--- src/rtl/pdiv_pkg.sv ---
package pdiv_pkg;

    localparam int TAP_W          = 6;
    // log2 of the slow-base period for rate code 1 (code 2 is one more)
    localparam int SLOW_CODE1_LOG = 7;

    typedef enum logic [2:0] {
        TB_FAST = 3'b000,
        TB_MID  = 3'b001,
        TB_SLOW = 3'b010
    } tbase_e;

    typedef struct packed {
        logic             run;     // divider allowed to count
        logic             active;  // a periodic tap is selected
        logic [TAP_W-1:0] span;    // log2 of the period in oscillator ticks
    } tap_t;

    function automatic tap_t tap_decode(
        input logic [2:0] tb,
        input logic [3:0] rate,
        input int         sh_fast,
        input int         sh_mid,
        input int         sh_slow
    );
        tap_t t;
        int   pre;
        int   k;
        t.run = 1'b1;
        pre   = 0;
        case (tb)
            TB_FAST: pre = sh_fast;
            TB_MID:  pre = sh_mid;
            TB_SLOW: pre = sh_slow;
            default: t.run = 1'b0;
        endcase
        if (tb == TB_SLOW && rate == 4'd1)      k = SLOW_CODE1_LOG;
        else if (tb == TB_SLOW && rate == 4'd2) k = SLOW_CODE1_LOG + 1;
        else                                    k = int'(rate) - 1;
        t.active = t.run && (rate != 4'd0);
        t.span   = t.active ? TAP_W'(pre + k) : '0;
        return t;
    endfunction

endpackage

--- src/rtl/pdiv_tap_dec.sv ---
module pdiv_tap_dec
    import pdiv_pkg::*;
#(
    parameter int SH_FAST = 7,
    parameter int SH_MID  = 5,
    parameter int SH_SLOW = 0
) (
    input  logic [2:0] tbase_sel,
    input  logic [3:0] rate_sel,
    output tap_t       tap
);

    always_comb tap = tap_decode(tbase_sel, rate_sel, SH_FAST, SH_MID, SH_SLOW);

endmodule

--- src/rtl/pdiv_chain.sv ---
module pdiv_chain
    import pdiv_pkg::*;
#(
    parameter int CNT_W = 21
) (
    input  logic             clk,
    input  logic             rst,
    input  logic             tick,
    input  logic             run,
    input  logic             active,
    input  logic [TAP_W-1:0] span,
    output logic             evt,
    output logic             half
);

    logic [CNT_W-1:0] cnt;
    logic [CNT_W-1:0] mask;

    always_ff @(posedge clk) begin
        if (rst || !run) cnt <= '0;
        else if (tick)   cnt <= cnt + 1'b1;
    end

    always_comb begin
        for (int i = 0; i < CNT_W; i++) mask[i] = (TAP_W'(i) < span);
    end

    always_comb evt = run && active && tick && ((cnt & mask) == mask);

    // top bit of the selected window: low for the first half of each period
    always_comb begin
        half = 1'b0;
        for (int i = 1; i <= CNT_W; i++) begin
            if (active && span == TAP_W'(i)) half = cnt[i-1];
        end
    end


    hold_no_tick_chk: assert property (@(posedge clk) disable iff (rst)
        (!tick) |=> (cnt == $past(cnt) || cnt == '0));


    held_clear_chk: assert property (@(posedge clk) disable iff (rst)
        (!run) |=> (!run || cnt <= CNT_W'(1)));

endmodule

--- src/rtl/pdiv_flags.sv ---
module pdiv_flags (
    input  logic clk,
    input  logic rst,
    input  logic evt,
    input  logic status_rd,
    input  logic per_irq_en,
    output logic per_flag,
    output logic irq_sum
);

    always_ff @(posedge clk) begin
        if (rst)            per_flag <= 1'b0;
        else if (evt)       per_flag <= 1'b1;
        else if (status_rd) per_flag <= 1'b0;
    end

    always_comb irq_sum = per_flag && per_irq_en;


    rd_clear_chk: assert property (@(posedge clk) disable iff (rst)
        (status_rd && !evt) |=> !per_flag);


    set_wins_chk: assert property (@(posedge clk) disable iff (rst)
        evt |=> per_flag);


    sticky_chk: assert property (@(posedge clk) disable iff (rst)
        (per_flag && !status_rd) |=> per_flag);

endmodule

--- src/rtl/periodic_irq_divider.sv ---
module periodic_irq_divider
    import pdiv_pkg::*;
#(
    parameter int SH_FAST   = 7,
    parameter int SH_MID    = 5,
    parameter int SH_SLOW   = 0,
    parameter int CHAIN_LOG = 14
) (
    input  logic       clk,
    input  logic       rst,
    input  logic       osc_tick,
    input  logic [2:0] tbase_sel,
    input  logic [3:0] rate_sel,
    input  logic       per_irq_en,
    input  logic       sqw_en,
    input  logic       status_rd,
    output logic       per_flag,
    output logic       irq_sum,
    output logic       sqw_out
);

    localparam int SH_MAX0 = (SH_FAST > SH_MID) ? SH_FAST : SH_MID;
    localparam int SH_MAX  = (SH_MAX0 > SH_SLOW) ? SH_MAX0 : SH_SLOW;
    localparam int CNT_W   = SH_MAX + CHAIN_LOG;

    tap_t tap;
    logic evt;
    logic half;

    pdiv_tap_dec #(
        .SH_FAST (SH_FAST),
        .SH_MID  (SH_MID),
        .SH_SLOW (SH_SLOW)
    ) u_dec (
        .tbase_sel (tbase_sel),
        .rate_sel  (rate_sel),
        .tap       (tap)
    );

    pdiv_chain #(
        .CNT_W (CNT_W)
    ) u_chain (
        .clk    (clk),
        .rst    (rst),
        .tick   (osc_tick),
        .run    (tap.run),
        .active (tap.active),
        .span   (tap.span),
        .evt    (evt),
        .half   (half)
    );

    pdiv_flags u_flags (
        .clk        (clk),
        .rst        (rst),
        .evt        (evt),
        .status_rd  (status_rd),
        .per_irq_en (per_irq_en),
        .per_flag   (per_flag),
        .irq_sum    (irq_sum)
    );

    always_comb sqw_out = sqw_en && half;


    held_no_evt_chk: assert property (@(posedge clk) disable iff (rst)
        (!tap.run) |-> (!evt && !sqw_out));


    rate_off_chk: assert property (@(posedge clk) disable iff (rst)
        (rate_sel == 4'd0) |-> (!sqw_out && !evt));


    sum_needs_flag_chk: assert property (@(posedge clk) disable iff (rst)
        irq_sum |-> per_flag);


    sqw_gate_chk: assert property (@(posedge clk) disable iff (rst)
        (!sqw_en) |-> !sqw_out);

endmodule

--- config.mk ---
export PLATFORM = sky130hd
export DESIGN_NAME = periodic_irq_divider
export DESIGN_NICKNAME = d
export VERILOG_FILES = /design/src/rtl/pdiv_pkg.sv /design/src/rtl/pdiv_tap_dec.sv /design/src/rtl/pdiv_chain.sv /design/src/rtl/pdiv_flags.sv /design/src/rtl/periodic_irq_divider.sv
export SDC_FILE = /design/constraint.sdc
export NUM_CORES = 1
export LEC_CHECK = 0
export ABC_AREA = 1
export CORE_UTILIZATION = 55
export DETAILED_ROUTE_END_ITERATION = 16
export DONT_BUFFER_PORTS = 1
export HOLD_SLACK_MARGIN = 0.1
export PLACE_DENSITY_LB_ADDON = 0.15
export SYNTH_ARGS = -nofsm -noshare
export SYNTH_HDL_FRONTEND = slang
export SYNTH_HIERARCHICAL = 1
export SYNTH_SLANG_ARGS = --single-unit
--- constraint.sdc ---
create_clock -name clk -period 4.9 [get_ports clk]
set_input_delay 0.735 -clock clk [delete_from_list [all_inputs] [get_ports clk]]
set_output_delay 0.735 -clock clk [all_outputs]
set_load 0.03 [all_outputs]
==> impl_metrics.py <==
metrics = {
    "run_status": {
        "status": "completed",
    },
    "clock_tree": {
        "clock_path_buffers": 2,
        "cts_tree": "built",
        "numCtsBuffers": 3,
        "clk_latency_ps": 300,
        "ctsHtreeMaxLevel": 1,
        "clock-sinks": 22,
        "cts-resized-gates": 0,
        "cts-hold-fix-buffers": 0,
        "ctsRootBufferMaster": "clkbuf_4",
        "post_cts_buffers": 0,
        "path_clk_slew_ps": 110,
    },
    "worst_hold_path": {
        "hold_class": "in -> reg",
        "hp-start": "rst",
    },
    "setup_path": {
        "cpPeakStageDelay_ps": 380,
        "startpoint_type": "primary input",
        "crit_top_cell": "nand2_1",
        "worst_setup_path_end_kind": "output port",
        "setup.worst_path.start": "rate_sel[0]",
        "worst_path_max_delay_cell": "fa_1",
        "critical_path.max_fanout": 4,
        "worstPathRequired_ps": 4160,
        "regToRegSetupSlack_ps": 3000,
        "critical_path_class": "in -> out",
        "arrival_ps": 3740,
        "reg2reg_from": "u_chain/cnt[1]",
    },
    "cells_and_area": {
        "n_antenna_cell": 0,
        "drive_gt1_share_pct": 10.9,
        "syn_to_final_growth_pct": 5.69,
        "fillers": 359,
        "nets": 362,
        "final_cells": 385,
    },
    "placed_design": {
        "place_inst": 382,
        "place_hpwl_mm": 3.72,
        "finalWeightedCongestion": 0.998,
        "place.port_buffers": 0,
    },
    "synthesis": {
        "syn_avg_cell_area_um2": 5.85,
        "synth_edf_count": 0,
        "synth_ff_type": "dfxtp_1",
        "yosysSeqAreaShare_pct": 22.5,
        "synth_area_mm2": 0.00196,
        "synth_cell_type_count": 36,
        "netlist_instances": 335,
        "synth_seq_cells": 22,
        "yosys.area.top_type_share_pct": 22.5,
        "ys_warn_count": 6,
        "synthTopCellsByArea": "dfxtp_1 22%, nand2_1 14%, inv_1 11%",
        "synth_nets": 356,
        "yosys.area.top_type": "dfxtp_1",
        "synthArstFlopShare_pct": 0,
    },
    "sta": {
        "fin_crit_sh_pct": 91.4,
        "hold_viol_final": 0,
        "finalSetupViolCount": 0,
        "rsz0062_at_grt": "no",
        "max_freq_ghz": 0.223,
        "finClkSkew_ps": 4.89,
        "tns_ps": 0,
        "report.final.slew_viol_count": 0,
        "min_period_ps": 4480,
    },
    "grt": {
        "grt_pass1_wl_mm": 7.80,
        "grt-ovfl-total": 0,
        "first_global_vias": 1831,
        "antenna_found_initial": 0,
        "grt_max_degree": 13,
        "gr-usage-all-layers_pct": 27.2,
    },
    "power_and_ir_drop": {
        "p_seq_share_pct": 52.9,
        "p_sw_share_pct": 31.5,
        "switching_power_w": 0.000107,
        "ir_drop_v": 0.000149,
        "pwr-share-clk_pct": 23.8,
        "intPower_w": 0.000233,
        "p_leak_nw": 0.850,
        "pwr-share-comb_pct": 23.3,
        "cellPowerDensity_mw_per_mm2": 164,
    },
    "die": {
        "die_area_mm2": 0.00380,
        "core_area_mm2": 0.00336,
        "top_level_ports": 16,
        "die_h_um": 61.7,
        "initial_core_util_pct": 58.2,
        "die_w_um": 61.7,
        "rows": 21,
    },
    "drt": {
        "via_count": 2108,
        "routed.top_layer": "met4",
        "wl_per_cell_um": 12.0,
        "drtPass1Iterations": 5,
        "drt_iter0_drc": 109,
        "wirelength_mm": 4.60,
        "wl_met3_um": 213,
        "drt-met1-wl_mm": 2.19,
        "drc": 0,
        "viasPerCell": 5.48,
        "route.met2.wl_mm": 2.13,
        "postRouteAntennaNets": 0,
    },
    "flow_run": {
        "cap_violations": 0,
    },
}
==> worst paths after layout <==
path | to | depth (start not counted)
setup reg to reg | u_chain/cnt[18] | 16
setup / recovery | sqw_out | 32
hold / removal | u_flags/per_flag | 1
hold reg to reg | u_chain/cnt[19] | 2
==> per-stage QoR <==
| step | power, W | util (%) | hold slack [ps] | worst slack [ps] | area, µm² |
|---|---|---|---|---|---|
| global placement | 0.000258 | 60.4 | 497 | 342 | 2030 |
| CTS | 0.000339 | 61.1 | 471 | 285 | 2050 |
| finish | 0.000340 | 61.5 | 478 | 423 | 2070 |
| global route | 0.000363 | 61.5 | 454 | 6.93 | 2070 |
| detailed placement | 0.000259 | 60.4 | 497 | 305 | 2030 |
| floorplan | 0.000241 | - | 465 | 501 | 1960 |
==> layer usage <==
layer  global-route usage, %  vias up
met5                       0        -
met4                    10.2        0
met3                    3.57        8
met2                    44.4       51
met1                    36.6      948
li1                        -     1101
==> cells in the mapped netlist, types with 2 or more instances <==
cell / n
nor2_4: 2
or2_2: 3
buf_2: 2
dfxtp_1: 22
nand3_1: 21
o21ai_0: 14
inv_1: 59
a21oi_1: 21
a221oi_1: 3
nor2_2: 5
nand2_1: 72
nand2_2: 4
nor4_1: 4
nand4_1: 8
a211oi_1: 2
nor2_1: 50
nand3_2: 3
ha_1: 7
nor3_1: 16
==> worst max-delay path: cells and delay by family <==
kind / cells / cell delay, ps
AND/OR/NAND/NOR: 21 / 1490
AO/OA/AOI/OAI: 2 / 250
buffers and inverters: 6 / 520
adder cells (fa/ha/maj): 3 / 750
==> logic make-up (layout without fill, tap and decap cells) <==
logic type      Yosys count  count (layout)  synth area share [%]
compound gates           49              49                  14.8
buf+inv                  65              69                  12.8
flops                    22              22                  22.5
fa+ha+maj                 8               8                  5.50
simple gates            190             190                  44.2
other cells               1               1                 0.192
==> power by group through the flow <==
stage | Sequential [W] | Combinational [W] | Clock, W
5_1_grt | 0.000180 | 0.0000895 | 0.0000933
6_report | 0.000180 | 0.0000791 | 0.0000809
4_1_cts | 0.000180 | 0.0000752 | 0.0000839
3_5_place_dp | 0.000184 | 0.0000748 | 0
2_1_floorplan | 0.000184 | 0.0000573 | 0
3_3_place_gp | 0.000184 | 0.0000747 | 0
==> state kept, by name, indices dropped and copies added, names as in the netlist <==
| signal | count |
|---|---|
| u_flags/per_flag | 1 |
| u_chain/cnt | 21 |
==> area by class of cell <==
| type | instances | area (µm²) | area share, % |
|---|---|---|---|
| timing repair buffer | 5 | 37.5 | 1.81 |
| inverter | 61 | 230 | 11.1 |
| multi-input combinational | 248 | 1280 | 61.9 |
| sequential | 22 | 440 | 21.3 |
| tap | 46 | 57.6 | 2.78 |
| clock buffer | 3 | 22.5 | 1.09 |
==> placed cells by master (no fill, tap or decap), types with 3 or more instances in the layout <==
cell / count
inv_1: 57
nand2_2: 4
ha_1: 7
inv_2: 3
o21ai_0: 14
buf_4: 5
nor3_1: 15
nand3_2: 3
or2_2: 3
nor2_1: 46
nand2_1: 72
clkbuf_4: 3
nor2_2: 9
nand3_1: 21
dfxtp_1: 22
nand4_1: 8
a221oi_1: 3
nor4_1: 4
a21oi_1: 21
Power figures use the tool's default switching activity.
